`src/rtl/clkdiv_pkg.sv`:
```
`timescale 1ns/1ps
package clkdiv_pkg;
  typedef enum logic [1:0] {
    MODE_PASS = 2'd0,
    MODE_EVEN = 2'd1,
    MODE_ODD  = 2'd2
  } div_mode_e;
endpackage

```
`src/rtl/clkdiv_cfg.sv`:
```
`timescale 1ns/1ps
module clkdiv_cfg
  import clkdiv_pkg::*;
#(
  parameter int W = 30
) (
  input  logic         clk_i,
  input  logic         rst_ni,
  input  logic [W-1:0] val_i,
  input  logic         inv_i,
  input  logic         wrap_i,
  output logic [W-1:0] last_o,
  output logic [W:0]   half_nx_o,
  output div_mode_e    mode_o,
  output logic         inv_o,
  output logic         live_o
);
  localparam int HW = W + 1;

  logic [W-1:0] last_q;
  logic [HW-1:0] half_q;
  div_mode_e    mode_q;
  logic         inv_q;
  logic         live_q;

  function automatic logic [HW-1:0] half_of(input logic [W-1:0] v);
    logic [HW-1:0] ratio;
    ratio = {1'b0, v} + {{W{1'b0}}, 1'b1};
    return ratio >> 1;
  endfunction

  function automatic div_mode_e mode_of(input logic [W-1:0] v);
    if (v == '0)  return MODE_PASS;
    else if (v[0]) return MODE_EVEN;  // odd setting -> even ratio
    else           return MODE_ODD;
  endfunction

  // settings load only where a divide cycle restarts
  always_ff @(posedge clk_i or negedge rst_ni) begin
    if (!rst_ni) begin
      last_q <= '0;
      half_q <= '0;
      mode_q <= MODE_PASS;
      inv_q  <= 1'b0;
      live_q <= 1'b0;
    end else begin
      live_q <= 1'b1;
      if (wrap_i) begin
        last_q <= val_i;
        half_q <= half_of(val_i);
        mode_q <= mode_of(val_i);
        inv_q  <= inv_i;
      end
    end
  end

  assign half_nx_o = wrap_i ? half_of(val_i) : half_q;
  assign last_o    = last_q;
  assign mode_o    = mode_q;
  assign inv_o     = inv_q;
  assign live_o    = live_q;

  // held settings never move inside a cycle
  p_cfg_hold_r7: assert property (@(posedge clk_i) disable iff (!rst_ni)
    !wrap_i |=> ($stable(last_q) && $stable(inv_q) && $stable(mode_q)));
endmodule

```
`src/rtl/clkdiv_count.sv`:
```
`timescale 1ns/1ps
module clkdiv_count #(
  parameter int W = 30
) (
  input  logic         clk_i,
  input  logic         rst_ni,
  input  logic [W-1:0] last_i,
  input  logic [W:0]   half_nx_i,
  output logic         wrap_o,
  output logic         hi_o
);
  logic [W-1:0] cnt_q, cnt_d;
  logic         hi_q, hi_d;

  assign wrap_o = (cnt_q == last_i);

  always_comb begin
    cnt_d = wrap_o ? '0 : cnt_q + {{(W-1){1'b0}}, 1'b1};
    hi_d  = ({1'b0, cnt_d} < half_nx_i);
  end

  always_ff @(posedge clk_i or negedge rst_ni) begin
    if (!rst_ni) begin
      cnt_q <= '0;
      hi_q  <= 1'b0;
    end else begin
      cnt_q <= cnt_d;
      hi_q  <= hi_d;
    end
  end

  assign hi_o = hi_q;

  p_cnt_range_r1: assert property (@(posedge clk_i) disable iff (!rst_ni)
    cnt_q <= last_i);
  p_wrap_restart_r1: assert property (@(posedge clk_i) disable iff (!rst_ni)
    wrap_o |=> (cnt_q == '0));
  p_rise_at_start_r2: assert property (@(posedge clk_i) disable iff (!rst_ni)
    $rose(hi_q) |-> (cnt_q == '0));
endmodule

```
`src/rtl/clkdiv_fall.sv`:
```
`timescale 1ns/1ps
module clkdiv_fall (
  input  logic clk_i,
  input  logic rst_ni,
  input  logic hi_i,
  output logic ext_o
);
  logic ext_q;

  // half-period delayed copy; OR-ed in for odd ratios
  always_ff @(negedge clk_i or negedge rst_ni) begin
    if (!rst_ni) ext_q <= 1'b0;
    else         ext_q <= hi_i;
  end

  assign ext_o = ext_q;

  // stretch copy equals the rising-edge phase by the next rising edge
  p_ext_tracks_r4: assert property (@(posedge clk_i) disable iff (!rst_ni)
    ext_q == hi_i);
endmodule

```
`src/rtl/clkdiv_duty.sv`:
```
`timescale 1ns/1ps
module clkdiv_duty
  import clkdiv_pkg::*;
#(
  parameter int W = 30
) (
  input  logic         clk_i,
  input  logic         rst_ni,
  input  logic [W-1:0] div_val_i,
  input  logic         invert_i,
  output logic         clk_o
);
  logic [W-1:0] last;
  logic [W:0]   half_nx;
  div_mode_e    mode;
  logic         inv, live, wrap, hi, ext;
  logic         lvl;

  clkdiv_cfg #(.W(W)) u_cfg (
    .clk_i     (clk_i),
    .rst_ni    (rst_ni),
    .val_i     (div_val_i),
    .inv_i     (invert_i),
    .wrap_i    (wrap),
    .last_o    (last),
    .half_nx_o (half_nx),
    .mode_o    (mode),
    .inv_o     (inv),
    .live_o    (live)
  );

  clkdiv_count #(.W(W)) u_count (
    .clk_i     (clk_i),
    .rst_ni    (rst_ni),
    .last_i    (last),
    .half_nx_i (half_nx),
    .wrap_o    (wrap),
    .hi_o      (hi)
  );

  clkdiv_fall u_fall (
    .clk_i  (clk_i),
    .rst_ni (rst_ni),
    .hi_i   (hi),
    .ext_o  (ext)
  );

  always_comb begin
    unique case (mode)
      MODE_PASS: lvl = clk_i;
      MODE_EVEN: lvl = hi;
      MODE_ODD:  lvl = hi | ext;
      default:   lvl = hi;
    endcase
  end

  // inactive level until the first cycle starts
  assign clk_o = (rst_ni && live) ? (lvl ^ inv) : invert_i;

  // divider phase stays idle in bypass
  p_pass_idle_r3: assert property (@(posedge clk_i) disable iff (!rst_ni)
    (mode == MODE_PASS) |-> !hi);
endmodule

```
`config.mk`:
```
export PLATFORM = sky130hd
export DESIGN_NAME = clkdiv_duty
export DESIGN_NICKNAME = d
export VERILOG_FILES = /design/src/rtl/clkdiv_pkg.sv /design/src/rtl/clkdiv_cfg.sv /design/src/rtl/clkdiv_count.sv /design/src/rtl/clkdiv_fall.sv /design/src/rtl/clkdiv_duty.sv
export SDC_FILE = /design/constraint.sdc
export NUM_CORES = 1
export LEC_CHECK = 0
export BUFFER_PORTS_ARGS = -buffer_cell sky130_fd_sc_hd__buf_4
export CORE_UTILIZATION = 60
export CTS_BUF_LIST = sky130_fd_sc_hd__clkbuf_8 sky130_fd_sc_hd__clkbuf_16
export CTS_CLUSTER_SIZE = 25
export DETAILED_ROUTE_END_ITERATION = 16
export PLACE_DENSITY = 0.77
export SLEW_MARGIN = 0
export SYNTH_ARGS = -nofsm -noshare
export SYNTH_HDL_FRONTEND = slang
export SYNTH_HIERARCHICAL = 1
export SYNTH_SLANG_ARGS = --single-unit
```
`constraint.sdc`:
```
create_clock -name clk_i -period 6.8 [get_ports clk_i]
set_clock_uncertainty 0.05 [all_clocks]
set_input_delay 0.34 -clock clk_i [delete_from_list [all_inputs] [get_ports clk_i]]
set_output_delay 0.34 -clock clk_i [all_outputs]
set_load 0.03 [all_outputs]
```
==> results.ini <==
[logic_synthesis]
synth_warnings=6
synth_area_per_cell_um2=9.90
yosysTopAreaCellShare=0.415
synth_area_leader_cell=dfrtp_1
synth-async-reset-ratio=1.00
synth_flop_cell=dfrtp_1
yosysSeqAreaShare=0.420
syn_nets=649
syn_inst=584
synth-edff-count=0
synth-seq-cells=97
yosys.cell_types.count=57
syn_area_um2=5780
synth_top_cells_by_count=96 x dfrtp_1, 67 x nor2_1, 45 x xor2_1
synth_most_common_cell=dfrtp_1
synthTopCellsByArea=dfrtp_1 42%, ha_1 6.9%, xor2_1 6.8%, mux2_2 5.8%, nor2_1 4.3%

[global_routing]
grt_antenna_before_repair=0
grt_max_degree=65
overflow=0
busiest_layer=met2
grt_pass1_wl_um=21900
grt_use_total=0.289
grt_pass1_vias=4538
use_met2=0.470
grtUsageMet1=0.367
use_met3=0.0606

[hold_path]
hold_class=primary input to register
min_from=invert_i
min_path_cells=2
holdPathEnd=u_cfg/inv_o$_DFFE_PN0P_

[critical_path]
r2r_end=u_count/hi_o$_DFF_PN0_
startpoint_type=clock port
max_stage_delay_ns=0.16
crit_fanout=2
r2r_slack_ns=2.70
cp-end-kind=output pin
r2r-start=u_count/cnt_q[10]$_DFF_PN0_
cp_common_cell=clkbuf_8
cp_slowest_cell=clkbuf_8
reg2regPathDepth=13
critPathArrivalTime_ns=4.89
crit_required_ns=6.41
cp_cell_sequence=clkbuf_8, clkbuf_8, clkbuf_8, clkbuf_8, clkbuf_8, clkbuf_8, nor3_2, clkbuf_8, clkbuf_8, nor3_2, mux2i_1, nand2_1, buf_4
critPathKind=clock port to output pin

[detailed_routing]
first_iter_violations=200
avgViaCountPerCell=5.99
routed_wirelength_um=13400
wl_per_cell_um=17.8
drtAntennaViolNets=0
num_vias=4537
first_pass_iters=5
drc_errors=0

[clocking]
ctsResizeCount=0
path_clk_slew_ns=0.09
cts_tree=yes
clock_latency_ns=0.48

[sta]
hold_violations=0
drv_slew=0
worst_slew_margin_rel=0.507
grt_setup_unrepaired=false
setup_tns_ns=0
hold_ws_ns=0.0683
worstMarginPinSlew_ns=0.740
setup_violations=0

[run_status]
status=finished, final reports clean

[place]
port_buffers=33
dp_hpwl_um=9540
gp_congestion=0.844

[power_and_ir_drop]
ir_drop_uv=98.8
p_per_area_nw_per_um2=169
p_leak_uw=0.00323
p_total_uw=1080

[job]
cap_violations=0

[cells_and_area]
drive_gt1_frac=0.175
fillers=732
final_nets=687
diodes=0
area_growth_pct=10.9

[floorplan]
ios=34
rows=35
core_um2=9280
die_x_um=100
dieHeight_um=100
initial_core_util=0.623
dieArea_um2=10000

layout by cell type (no fill, tap or decap), types with 2 or more instances in the layout:
cell type	synthesis	routed
a211oi_1	5	5
nor2_1	67	67
o31ai_1	13	13
or3_1	5	5
nand3_4	2	2
nor3_2	2	2
o21ai_0	13	13
a21o_1	3	3
dfrtp_1	96	96
nand2_1	24	24
nor3_1	4	4
nor4_4	2	3
clkinv_4	0	2
and3_2	2	2
nor4_1	13	13
and2_1	2	2
a31oi_1	17	17
xor2_1	45	45
nand4_1	16	16
buf_4	1	38
clkinv_2	0	3
clkbuf_8	1	19
inv_1	41	44
ha_1	32	32
mux2_2	30	30
nor2b_1	5	5
or4_1	13	13
nand3_1	30	30
a21oi_1	21	21
and4_1	5	5
xnor2_1	24	24
and3_1	7	7
metal layers:
layer  vias to the layer above  wire (um)
li1                       2147          -
met1                      2247       5830
met2                       121       6800
met3                        22        592
met4                         0        230
met5                         -          0
sequential cells by signal, indices dropped and copies added (netlist names):
| register | flops |
|---|---|
| u_cfg/half_q | 31 |
| u_cfg/last_o | 30 |
| u_count/cnt_q | 30 |
| u_cfg/mode_o | 2 |
| u_cfg/inv_o | 1 |
| u_cfg/live_o | 1 |
| u_count/hi_o | 1 |
| u_fall/ext_o | 1 |
worst max-delay path by stage:
stage | endpoint | slack [ns] | cells after the start | startpoint
after CTS | clk_o | 1.47 | 13 | clk_i
after detailed placement | clk_o | 2.03 | 5 | u_fall/ext_o$_DFF_NN0_
final | clk_o | 1.52 | 13 | clk_i
after floorplan | clk_o | 2.07 | 4 | u_fall/ext_o$_DFF_NN0_
after global routing | clk_o | 1.41 | 13 | clk_i
after global placement | clk_o | 2.04 | 5 | u_fall/ext_o$_DFF_NN0_
critical path, delay by kind of cell:
family / cells / cell delay, ns
buffers and inverters: 9 / 1.15
AND/OR/NAND/NOR: 3 / 0.21
multiplexers: 1 / 0.12
logic make-up after synthesis:
group / count (synthesis) / synth area share
AOI/OAI and AO/OA: 81 / 0.0885
xor gates and xnor gates: 69 / 0.105
adders and majority gates: 32 / 0.0692
buffers and inverters: 63 / 0.0508
DFF: 97 / 0.420
muxes: 31 / 0.0601
other: 1 / 0.000648
and+or+nand+nor: 210 / 0.206
per-stage QoR:
step	area, um^2	worst slack (ns)	util	instances
after detailed placement	6100	2.03	0.657	729
after floorplan	5780	2.07	-	584
after global routing	6410	1.41	0.691	757
after CTS	6410	1.47	0.691	757
final	6410	1.52	0.691	757
after global placement	6100	2.04	0.657	729
area by class of cell:
class                           count  area (um^2)  area share
Clock buffer                       20          269      0.0419
Clock inverter                      8         43.8     0.00683
Inverter                           41          154      0.0240
Multi-Input combinational cell    424         3070       0.479
Sequential cell                    97         2430       0.378
Tap cell                          129          161      0.0252
Timing Repair Buffer               38          288      0.0449
what timing repair did:
item | CTS | global route
hold buffers | 1 | 0
setup endpoints to repair | 0 | 0
setup buffers | 0 | 0
hold endpoints to repair | 38 | 0
where the power goes:
part	switching (uW)	total [uW]	internal, uW
Clock	229	448	219
Combinational	38.5	59.3	20.8
Sequential	0.120	577	577
Total	268	1080	816
Power figures use the tool's default switching activity.
